## config.mk

```make
export PLATFORM = sky130hd
export DESIGN_NAME = lenAsm
export DESIGN_NICKNAME = d
export VERILOG_FILES = /design/src/rtl/lenAsmPkg.sv /design/src/rtl/lenAsmCtrl.sv /design/src/rtl/lenAsmPath.sv /design/src/rtl/lenAsm.sv
export SDC_FILE = /design/constraint.sdc
export NUM_CORES = 1
export LEC_CHECK = 0
export ABC_AREA = 1
export BUFFER_PORTS_ARGS = -buffer_cell sky130_fd_sc_hd__clkbuf_2
export CAP_MARGIN = 25
export CORE_MARGIN = 3
export CORE_UTILIZATION = 35
export CTS_BUF_LIST = sky130_fd_sc_hd__clkbuf_16
export DETAILED_ROUTE_END_ITERATION = 8
export PLACE_DENSITY = 0.62
export SKIP_CTS_REPAIR_TIMING = 1
export SYNTH_ARGS = -nofsm -noshare
export SYNTH_HDL_FRONTEND = slang
export SYNTH_SLANG_ARGS = --single-unit
```

## constraint.sdc

```tcl
create_clock -name clk -period 1.65 [get_ports clk]
set_input_delay 0.33 -clock clk [delete_from_list [all_inputs] [get_ports clk]]
set_output_delay 0.33 -clock clk [all_outputs]
set_load 0.02 [all_outputs]
```

## src/rtl/lenAsmPkg.sv

```systemverilog
package lenAsmPkg;

  localparam int PARCEL_W = 16;
  localparam int INST_W   = 2 * PARCEL_W;
  localparam int CREG_W   = 5;
  localparam int CFIELD_W = 3;
  localparam int SHAMT_W  = 7;
  localparam logic [CREG_W-1:0] CREG_BASE = 5'd8;

  typedef struct packed {
    logic reload;
    logic grabLow;
    logic issue16;
    logic issue32;
  } asmStrobeT;

  function automatic logic isFullLen(input logic [1:0] lowBits);
    return lowBits == 2'b11;
  endfunction

endpackage

```

## src/rtl/lenAsmCtrl.sv

```systemverilog
module lenAsmCtrl
  import lenAsmPkg::*;
(
  input  logic      clk,
  input  logic      rstN,
  input  logic      flush,
  input  logic      parcelValid,
  input  logic [1:0] parcelLow,
  output logic      parcelReady,
  output asmStrobeT strobe
);

  logic haveLow;
  logic accept;
  logic fullLen;

  assign parcelReady = ~flush;
  assign accept      = parcelValid & parcelReady;
  assign fullLen     = isFullLen(parcelLow);

  always_comb begin
    strobe         = '0;
    strobe.reload  = flush;
    strobe.grabLow = accept & ~haveLow & fullLen;
    strobe.issue16 = accept & ~haveLow & ~fullLen;
    strobe.issue32 = accept & haveLow;
  end

  always_ff @(posedge clk) begin
    if (!rstN) begin
      haveLow <= 1'b0;
    end else if (strobe.reload) begin
      haveLow <= 1'b0;
    end else if (strobe.grabLow) begin
      haveLow <= 1'b1;
    end else if (strobe.issue32) begin
      haveLow <= 1'b0;
    end
  end

endmodule

```

## src/rtl/lenAsmPath.sv

```systemverilog
module lenAsmPath
  import lenAsmPkg::*;
#(
  parameter int PC_W = 32,
  parameter logic [PC_W-1:0] RESET_PC = '0
) (
  input  logic                clk,
  input  logic                rstN,
  input  asmStrobeT           strobe,
  input  logic [PARCEL_W-1:0] parcelData,
  input  logic [PC_W-1:0]     flushPc,
  input  logic                cExtEn,
  output logic                instValid,
  output logic [INST_W-1:0]   instData,
  output logic                instLen32,
  output logic [PC_W-1:0]     instPc,
  output logic [PC_W-1:0]     succPc,
  output logic                exIllegal,
  output logic                exMisaligned,
  output logic [PC_W-1:0]     trapPc,
  output logic [CREG_W-1:0]   cRegA,
  output logic [CREG_W-1:0]   cRegB,
  output logic [SHAMT_W-1:0]  cShamt
);

  localparam logic [PC_W-1:0] STEP16 = PC_W'(PARCEL_W / 8);
  localparam logic [PC_W-1:0] STEP32 = PC_W'(INST_W / 8);
  localparam int NUM_CFIELD = 2;
  localparam int RAW_SH_W   = SHAMT_W - 1;

  logic [PC_W-1:0]     fetchPc;
  logic [PARCEL_W-1:0] lowHalf;
  logic [PC_W-1:0]     nextPc16;
  logic [PC_W-1:0]     nextPc32;
  logic                badTarget;

  assign nextPc16  = fetchPc + STEP16;
  assign nextPc32  = fetchPc + STEP32;
  assign badTarget = ~cExtEn & (|flushPc[1:0]);

  always_ff @(posedge clk) begin
    if (!rstN) begin
      fetchPc <= RESET_PC;
      lowHalf <= '0;
    end else if (strobe.reload) begin
      fetchPc <= flushPc;
    end else begin
      if (strobe.grabLow) lowHalf <= parcelData;
      if (strobe.issue16) fetchPc <= nextPc16;
      if (strobe.issue32) fetchPc <= nextPc32;
    end
  end

  always_ff @(posedge clk) begin
    if (!rstN) begin
      instValid    <= 1'b0;
      instData     <= '0;
      instLen32    <= 1'b0;
      instPc       <= RESET_PC;
      succPc       <= RESET_PC;
      exIllegal    <= 1'b0;
      exMisaligned <= 1'b0;
      trapPc       <= '0;
    end else begin
      instValid    <= strobe.issue16 | strobe.issue32;
      exIllegal    <= strobe.issue16 & ~cExtEn;
      exMisaligned <= strobe.reload & badTarget;
      if (strobe.reload && badTarget) trapPc <= flushPc;
      if (strobe.issue16) begin
        instData  <= {{PARCEL_W{1'b0}}, parcelData};
        instLen32 <= 1'b0;
        instPc    <= fetchPc;
        succPc    <= nextPc16;
      end else if (strobe.issue32) begin
        instData  <= {parcelData, lowHalf};
        instLen32 <= 1'b1;
        instPc    <= fetchPc;
        succPc    <= nextPc32;
      end
    end
  end

  logic [CREG_W-1:0] cRegVec [NUM_CFIELD];

  for (genvar f = 0; f < NUM_CFIELD; f++) begin : g_cfield
    localparam int FIELD_LSB = (f == 0) ? 2 : 7;
    assign cRegVec[f] = CREG_BASE + CREG_W'(instData[FIELD_LSB +: CFIELD_W]);
  end

  assign cRegA = cRegVec[0];
  assign cRegB = cRegVec[1];

  logic [RAW_SH_W-1:0] rawShamt;
  assign rawShamt = {instData[12], instData[6:2]};
  assign cShamt   = (rawShamt == '0) ? SHAMT_W'(64) : {1'b0, rawShamt};

endmodule

```

## src/rtl/lenAsm.sv

```systemverilog
module lenAsm
  import lenAsmPkg::*;
#(
  parameter int PC_W = 32,
  parameter logic [PC_W-1:0] RESET_PC = '0
) (
  input  logic                clk,
  input  logic                rstN,
  input  logic                flush,
  input  logic [PC_W-1:0]     flushPc,
  input  logic                cExtEn,
  input  logic [PARCEL_W-1:0] parcelData,
  input  logic                parcelValid,
  output logic                parcelReady,
  output logic                instValid,
  output logic [INST_W-1:0]   instData,
  output logic                instLen32,
  output logic [PC_W-1:0]     instPc,
  output logic [PC_W-1:0]     succPc,
  output logic                exIllegal,
  output logic                exMisaligned,
  output logic [PC_W-1:0]     trapPc,
  output logic [CREG_W-1:0]   cRegA,
  output logic [CREG_W-1:0]   cRegB,
  output logic [SHAMT_W-1:0]  cShamt
);

  asmStrobeT strobe;

  lenAsmCtrl i_ctrl (
    .clk         (clk),
    .rstN        (rstN),
    .flush       (flush),
    .parcelValid (parcelValid),
    .parcelLow   (parcelData[1:0]),
    .parcelReady (parcelReady),
    .strobe      (strobe)
  );

  lenAsmPath #(.PC_W(PC_W), .RESET_PC(RESET_PC)) i_path (
    .clk          (clk),
    .rstN         (rstN),
    .strobe       (strobe),
    .parcelData   (parcelData),
    .flushPc      (flushPc),
    .cExtEn       (cExtEn),
    .instValid    (instValid),
    .instData     (instData),
    .instLen32    (instLen32),
    .instPc       (instPc),
    .succPc       (succPc),
    .exIllegal    (exIllegal),
    .exMisaligned (exMisaligned),
    .trapPc       (trapPc),
    .cRegA        (cRegA),
    .cRegB        (cRegB),
    .cShamt       (cShamt)
  );

endmodule

```

# After elaboration in Yosys (flattened, before gate mapping)
# Index checks and enable logic that the tools add are counted.
# Widths: inputs -> output; s select.
# classes
addsub	4
n_eq_ne	1
muxes	12
bitwise_logic	14
n_reduce_logical	9
# op_table
cell	n
$mux 32	7
$add 32x2->32 const B	1
$add 32x3->32 const B	1
$mux 16	2
$add 4x3->5 const A	2
$and 1x1->1	8
$mux 7	1
$logic_not 6->1	1
$reduce_or 2->1	3
$not 1->1	5
$reduce_bool 2->1	2
$reduce_bool 3->1	1
$eq 2x2->1 const B	1
$mux 1	2
$reduce_and 2->1	1
$logic_and 1x1->1	1
$or 1x1->1	1
# totals
ff_bits	181
inputBits	53
out_inout_bits	150

# Longest topological paths before layout
# Gate-level depths: netlist of the first run.
# logic_depth
word_depth	7
depth_mapped	13

# Hierarchy
# A second synthesis of the first run with hierarchy kept.
# unflattened
hier_cells	1297
hier_area_um2	8779.7
# by_module_without_submodules
module	instances	cells_each	area_each_um2	seq_area_each_um2
lenAsmPath	1	1281	8679.6	3583.4
lenAsmCtrl	1	16	100.1	20.0

# Worst setup path before layout of the first run
# No wires, ideal clock.
# synth_timing
path_kind	reg2reg
start	reg i_path.fetchPc[3]
end	reg i_path.fetchPc[20]
arrival_ps	1538
required_ps	1518
path_slack_ps	-21
stages_incl_launch_ff	11
cell_sequence	dfxtp_1 > ha_1 > nand3_1 > nor2_1 > nand2_1 > inv_1 > nand3_1 > nand2_1 > nand2_1 > nand3_1 > a21oi_1
# synth_via
elab_chain_len	4
word_cells_on_any_way	5
classes_between	add/sub: 2; mux: 3
# synth_lines
item	line	source
from (decl)	lenAsmPath.sv:31	logic [PC_W-1:0] fetchPc;
from (signal assigned)	lenAsmPath.sv:46	fetchPc <= flushPc;
from (signal assigned)	lenAsmPath.sv:49	if (strobe.issue16) fetchPc <= nextPc16;
from (signal assigned)	lenAsmPath.sv:50	if (strobe.issue32) fetchPc <= nextPc32;
$add 32x2->32	lenAsmPath.sv:37	assign nextPc16 = fetchPc + STEP16;
$mux 32	lenAsmPath.sv:49	
$mux 32 *	lenAsmPath.sv:50	
$mux 32 *	lenAsmPath.sv:45	end else if (strobe.reload) begin
# Mark *: on every way between the ends. The rest lies on a longest branch, timed or not. The select of a mux whose other input is x is not followed.
# A chain may end at the register's enable or synchronous reset.

# Worst setup path in the final report of the first run
# layout_timing
start	reg i_path.fetchPc[2]
end	reg i_path.succPc[17]
# layout_via
elab_chain_len	3
word_cells_on_any_way	4
classes_between	add/sub: 2; mux: 2
# layout_lines
item	line	source
$add 32x3->32	lenAsmPath.sv:38	assign nextPc32 = fetchPc + STEP32;
$mux 32	lenAsmPath.sv:74	end else if (strobe.issue32) begin
$mux 32 *	lenAsmPath.sv:69	if (strobe.issue16) begin
to (signal assigned)	lenAsmPath.sv:73	succPc <= nextPc16;
to (signal assigned)	lenAsmPath.sv:78	succPc <= nextPc32;
to (decl)	lenAsmPath.sv:17	output logic [PC_W-1:0] succPc,
# Marked as above.

==> results of run 1 <==
-- final cells by class --
type,count,area (sq um)
Multi-Input combinational cell,836,4190
Tap cell,313,392
Inverter,132,500
Clock buffer,17,425
Sequential cell,180,3640
Timing Repair Buffer,290,1860
Clock inverter,15,206
Fill cell,2308,11700
-- worst max-delay path, cell delays in order (launching register included) --
cell and delay (ps):
dfxtp_2 370, buf_6 110, ha_4 150, nand3_4 90, nor2_4 160, nand2_4 100, nor2_2 90, nand2_1 50
nand3_1 110, nand3_2 150, a21oi_2 160
-- kinds of logic (layout without fill, tap and decap cells) --
group / after synthesis / count (layout)
XOR/XNOR: 9 / 9
flip-flops: 180 / 180
other: 2 / 4
adder cells (fa/ha/maj): 2 / 2
AO/OA/AOI/OAI: 252 / 252
buffers and inverters: 212 / 454
AND/OR/NAND/NOR: 569 / 569
-- flip-flops by register name, summed over array words and instances, names as in the netlist, 16 cells and up --
name,flops
i_path.trapPc,32
i_path.instPc,31
i_path.lowHalf,16
i_path.succPc,32
i_path.instData,32
i_path.fetchPc,32
-- per-layer routing --
| layer | global-route usage (%) | vias up |
|---|---|---|
| met1 | 28.7 | 4084 |
| met2 | 33.2 | 345 |
| li1 | - | 4389 |
| met4 | 6.92 | 0 |
| met3 | 5.34 | 38 |
| met5 | 0 | - |
-- through the flow --
| step | worst slack [ps] | hold WS, ps | cell area [sq um] | TNS [ps] |
|---|---|---|---|---|
| final | 30.1 | 126 | 11200 | 0 |
| after detailed placement | -120 | 440 | 10100 | -1600 |
| after global placement | -61.5 | 433 | 10100 | -606 |
| after global routing | -94.3 | 134 | 11200 | -643 |
| after floorplan | 15.2 | 436 | 8270 | 0 |
| after CTS | -160 | 115 | 10700 | -2450 |
-- placed cells by master, fill, tap and decap left out, types with 2 or more instances in the layout --
cell type	Yosys	layout
a21oi_2	0	5
nor2_2	4	20
nand2_2	2	13
nand3_2	0	15
nand2_4	0	8
nor2_4	1	19
nor2_1	118	84
inv_4	1	2
a21oi_1	114	108
clkbuf_16	0	18
inv_1	126	114
buf_12	0	11
o21ai_0	100	91
nand3_4	1	2
inv_8	0	3
dfxtp_2	0	20
o211ai_1	10	10
inv_2	4	15
dfxtp_4	0	3
buf_6	0	5
clkinv_8	0	8
conb_1	2	4
a31oi_1	5	5
ha_4	0	2
xor2_1	8	7
o21ai_1	3	12
inv_6	0	2
buf_4	16	76
nor3_1	2	2
clkbuf_2	0	196
o22ai_1	16	16
dfxtp_1	180	157
nand2_1	329	310
nand3_1	109	93
-- power by group through the flow --
| stage | registers (mW) | clock network, mW | logic [mW] |
|---|---|---|---|
| global placement | 4.80 | 0 | 1.42 |
| finish | 4.72 | 4.26 | 1.51 |
| floorplan | 4.96 | 0 | 0.676 |
| CTS | 4.71 | 4.34 | 1.44 |
| global route | 4.75 | 4.55 | 1.66 |
| detailed placement | 4.81 | 0 | 1.43 |
-- how the worst max path moves through the flow --
stage	from	endpoint	slack, ps	depth (start not counted)
after global placement	i_path.fetchPc[2]	i_path.succPc[17]	-60	10
final	i_path.fetchPc[2]	i_path.succPc[17]	30	10
after global routing	i_path.fetchPc[2]	i_path.succPc[17]	-90	10
after detailed placement	i_path.fetchPc[2]	i_path.succPc[17]	-120	10
after CTS	i_path.fetchPc[2]	i_path.succPc[17]	-160	10
after floorplan	i_path.fetchPc[3]	i_path.fetchPc[30]	20	10
==> results_dict.tcl, run 1 <==
set metrics [dict create \
    status "completed" \
    final_antenna_net_count 0 \
    slew_headroom_pct 63.8 \
    place.gp.congestion 0.937 \
    wl_mm 28.2 \
    tightest_slew_ps 542 \
    dp_cells 1745 \
    seqPwrFrac_pct 45.0 \
    muxShareOfSynthArea_pct 0 \
    dr.pass1.iters 5 \
    synthAdderAreaFrac_pct 0.303 \
    synth-async-reset-ratio_pct 0 \
    portBuffers 198 \
    clockBufferDepth 2 \
    final_nets 1512 \
    skew_ps 14.6 \
    ys_top_cells_by_area "dfxtp_1 44%, nand2_1 15%, a21oi_1 6.9%" \
    fin_cells 1783 \
    grt_pass1_vias 8100 \
    antenna_found_initial 0 \
    start_util_pct 36.0 \
    syn-cell-area_sq_um 8260 \
    hold_viol 0 \
    switching_power_mw 3.30 \
    wl_met1_mm 12.3 \
    synth_cells 1226 \
    worst-path-max-fanout 5 \
    finalCriticalPeriod_ps 1620 \
    wl_per_cell_um 15.8 \
    diodes 0 \
    synth_top_area_share_pct 43.6 \
    synth_top_family_by_area "simple AND/OR/NAND/NOR gates" \
    min_path_type "input port to flip-flop" \
    period_share_pct 98.2 \
    cts_tree "yes" \
    r2r_cells 10 \
    layout-drive-gt1-share_pct 30.6 \
    ioPinCount 203 \
    ys_ff_latch 180 \
    top_layer "met4" \
    min_delay_path_depth 3 \
    cp.arrival_ps 2000 \
    placementRows 55 \
    p_int_mw 7.19 \
    ir_drop_v 0.000550 \
    avgSynthCellArea_sq_um 6.74 \
    clkSlewWorstSetupHoldPaths_ps 80 \
    cp-start-kind "flip-flop" \
    combPwrFrac_pct 14.4 \
    grt-ovfl-total 0 \
    dieArea_sq_um 25500 \
    total_power_mw 10.5 \
    synth_common_cells "329 x nand2_1, 180 x dfxtp_1, 126 x inv_1" \
    hpwl_mm 20.1 \
    worstSetupPathType "flip-flop to flip-flop" \
    cap_violations 0 \
    fmax_mhz 617 \
    synth_edf_count 0 \
    insertion_delay_ps 450 \
    end_kind "flip-flop" \
    viasPerCell 4.97 \
    wl_met3_mm 2.44 \
    dieWidth_um 160 \
    swShare_pct 31.4 \
    yosys_warnings 0 \
    ys.flop_type "dfxtp_1" \
    fp.dieH_um 160 \
    yosys.cell_count.top_type "nand2_1" \
    rsz0062_at_grt "true" \
    worstHoldStart "flushPc[24]" \
    r2r_slack_ps 30 \
    cts_made_buffers 17 \
    ys_seq_area_share_pct 43.6 \
    crit_required_ps 2030 \
    ys_types 34 \
    synthToLayoutAreaGrowth_pct 35.7 \
    clkSinkCount 180 \
    synth_top_area_cell "dfxtp_1" \
    coreArea_sq_um 22900 \
    fin_util_pct 48.9 \
    drtIter0Drc 776 \
    holdPathEnd "i_path.trapPc[24]" \
    grt_first_pass_wirelength_mm 43.6 \
    synth-simple-area-share_pct 28.2 \
    powerDensity_nw_per_um2 936 \
    wl_met2_mm 12.9 \
    clkPwrFrac_pct 40.6 \
    drt_drc_violations_left 0 \
    vias 8856 \
    r2r_start "i_path.fetchPc[2]" \
    synth_compound_area_share_pct 16.0 \
    r2r_end "i_path.succPc[17]" \
    drv_slew 0 \
    grtUsageTotal_pct 21.2 \
    cts-root-buf "clkbuf_16" \
    setup_viol 0 \
    h-tree-depth 4 \
    grt_max_degree 48 \
    synthXorXnorAreaFrac_pct 0.954 \
    p_leak_nw 5.18 \
]
Note: power is estimated with default switching activity, not from simulation.
==> run 2: changes to the inputs <==
--- a/config.mk
+++ b/config.mk
@@ -5,15 +5,15 @@
 export SDC_FILE = /design/constraint.sdc
 export NUM_CORES = 1
 export LEC_CHECK = 0
-export ABC_AREA = 1
 export BUFFER_PORTS_ARGS = -buffer_cell sky130_fd_sc_hd__clkbuf_2
 export CAP_MARGIN = 25
 export CORE_MARGIN = 3
 export CORE_UTILIZATION = 35
 export CTS_BUF_LIST = sky130_fd_sc_hd__clkbuf_16
 export DETAILED_ROUTE_END_ITERATION = 8
-export PLACE_DENSITY = 0.62
+export PLACE_DENSITY = 0.63
 export SKIP_CTS_REPAIR_TIMING = 1
 export SYNTH_ARGS = -nofsm -noshare
 export SYNTH_HDL_FRONTEND = slang
 export SYNTH_SLANG_ARGS = --single-unit
+export TNS_END_PERCENT = 5
==> results_dict.tcl, run 2 <==
set metrics [dict create \
    clkSlewWorstSetupHoldPaths_ps 70 \
    ioPinCount 203 \
    fin_setup_tns_ps -1900 \
    design_area_sq_um 11100 \
    worstHoldStart "cExtEn" \
    skew_ps 22.5 \
    final_nets 1337 \
    ys_top_cells_by_area "dfxtp_1 46%, nand2_1 12%, a21oi_1 8.6%" \
    vias 8341 \
    cp-start-kind "flip-flop" \
    dr.pass1.iters 5 \
    portBuffers 198 \
    combPwrFrac_pct 14.1 \
    synth_common_cells "259 x nand2_1, 180 x dfxtp_1, 135 x a21oi_1" \
    drtIter0Drc 644 \
    grt_pass1_vias 7767 \
    min_delay_path_depth 2 \
    diodes 0 \
    start_util_pct 35.7 \
    fmax_mhz 530 \
    cts_tree "yes" \
    yosys.cell_count.top_type "nand2_1" \
    ys.flop_type "dfxtp_1" \
    dieWidth_um 156 \
    violations "negative setup slack" \
    avgSynthCellArea_sq_um 7.81 \
    clockBufferDepth 2 \
    ys_types 62 \
    crit_required_ps 1320 \
    wl_per_cell_um 17.8 \
    wl_mm 28.1 \
    ir_drop_v 0.000678 \
    r2r_end "i_path.fetchPc[29]" \
    drv_slew 0 \
    r2r_slack_ps -150 \
    worstSetupPathType "flip-flop to output port" \
    seqPwrFrac_pct 45.8 \
    hold_viol 0 \
    worst-path-max-fanout 5 \
    finalCriticalPeriod_ps 1890 \
    powerDensity_nw_per_um2 913 \
    synth-async-reset-ratio_pct 0 \
    switching_power_mw 2.91 \
    placementRows 54 \
    final_cell_mix "256 x nand2_1, 197 x clkbuf_2, 168 x dfxtp_1, 135 x buf_4, 131 x a21oi_1" \
    cap_violations 0 \
    final_antenna_net_count 0 \
    register_area_sq_um 3630 \
    syn-cell-area_sq_um 7850 \
    setup_viol 31 \
    p_leak_nw 4.51 \
    dpl_cell_area_sq_um 10100 \
    p_int_mw 7.18 \
    layout_commonest_cell "nand2_1" \
    period_share_pct 114 \
    coreArea_sq_um 22000 \
    h-tree-depth 4 \
    antenna_found_initial 1 \
    holdPathEnd "i_path.exIllegal" \
    grt-ovfl-total 0 \
    end_kind "output port" \
    rsz0062_at_grt "true" \
    dieArea_sq_um 24300 \
    drt_drc_violations_left 0 \
    viasPerCell 5.30 \
    min_path_type "input port to flip-flop" \
    synthToLayoutAreaGrowth_pct 40.9 \
    clkSinkCount 180 \
    synth_top_area_cell "dfxtp_1" \
    grtUsageTotal_pct 22.4 \
    synth_top_area_share_pct 45.9 \
    fp.dieH_um 156 \
    cts_made_buffers 17 \
    insertion_delay_ps 440 \
    setup_slack_ps -237 \
    r2r_start "i_ctrl.haveLow" \
    cp.arrival_ps 1560 \
    grt_first_pass_wirelength_mm 42.9 \
    r2r_cells 6 \
    worst_hold_slack_ps 115 \
    place_ws_ps -319 \
    clkPwrFrac_pct 40.1 \
    grt_max_degree 34 \
    swShare_pct 28.8 \
    place.gp.congestion 0.909 \
    multi_input_area_sq_um 4140 \
    cts-root-buf "clkbuf_16" \
    n_fill_cell 2170 \
    hpwl_mm 20.7 \
    ys_ff_latch 180 \
    status "complete, but fails checks" \
    layout-drive-gt1-share_pct 35.4 \
    yosys_warnings 0 \
    synth_cells 1005 \
    ys_seq_area_share_pct 45.9 \
    synth_edf_count 0 \
]
==> run 2: cell types whose count changed after synthesis, moves of 14 or more <==
cell	previous run	this run
nor2_1	118	41
o21ai_0	100	36
nand2_1	329	259
inv_1	126	7
o22ai_1	16	2
nor3_1	2	20
a22oi_1	0	23
a21oi_1	114	135
nand3_1	109	24
clkbuf_1	35	60
==> run 2: worst max path at each step <==
stage	start	to	slack (ps)
after CTS	i_path.instData[4]	cShamt[6]	-310
after global routing	i_path.instData[4]	cShamt[6]	-280
final	i_path.instData[4]	cShamt[6]	-240
after global placement	i_path.fetchPc[2]	i_path.succPc[22]	-330
after floorplan	i_path.fetchPc[2]	i_path.fetchPc[30]	-50
after detailed placement	flush	i_path.fetchPc[11]	-320
==> run 2: metrics by stage <==
step	utilization (%)	power, mW	cells
after global placement	46.1	6.05	1543
after global routing	50.3	10.4	1575
after floorplan	-	5.41	1007
final	50.3	10.1	1575
after detailed placement	46.1	6.07	1543
after CTS	48.7	10.1	1575
==> run 2: layer usage <==
metal	wire (um)	global-route usage [%]	vias up
met5	0	0	-
met4	382	6.14	0
met3	1940	4.91	26
met2	12500	33.5	303
li1	-	-	4055
met1	13200	32.6	3957
==> run 2: cell type report <==
| type | instances | area share (%) |
|---|---|---|
| clock inverter | 15 | 1.30 |
| tap | 280 | 3.17 |
| timing repair buffer | 352 | 21.0 |
| multi-input combinational | 723 | 37.5 |
| inverter | 8 | 0.328 |
| clock buffer | 17 | 3.85 |
| sequential | 180 | 32.8 |
==> run 2: power by group through the flow <==
stage | combinational [mW] | clock (mW) | sequential [mW]
floorplan | 0.588 | 0 | 4.83
global placement | 1.34 | 0 | 4.72
detailed placement | 1.35 | 0 | 4.72
CTS | 1.35 | 4.10 | 4.62
global route | 1.53 | 4.27 | 4.64
finish | 1.42 | 4.04 | 4.62
==> run 2: logic make-up after synthesis <==
family          share of synthesized area, %
simple gates                            22.7
compound gates                          22.8
flops                                   45.9
buf+inv                                 5.87
xor+xnor                                1.23
mux                                     1.04
fa+ha+maj                              0.319
other cells                           0.0957
==> run 2: worst max-delay path: stages (launching register included) <==
cell     delay [ps]
dfxtp_2         340
or4_4           530
nor3_2          110
buf_4           160
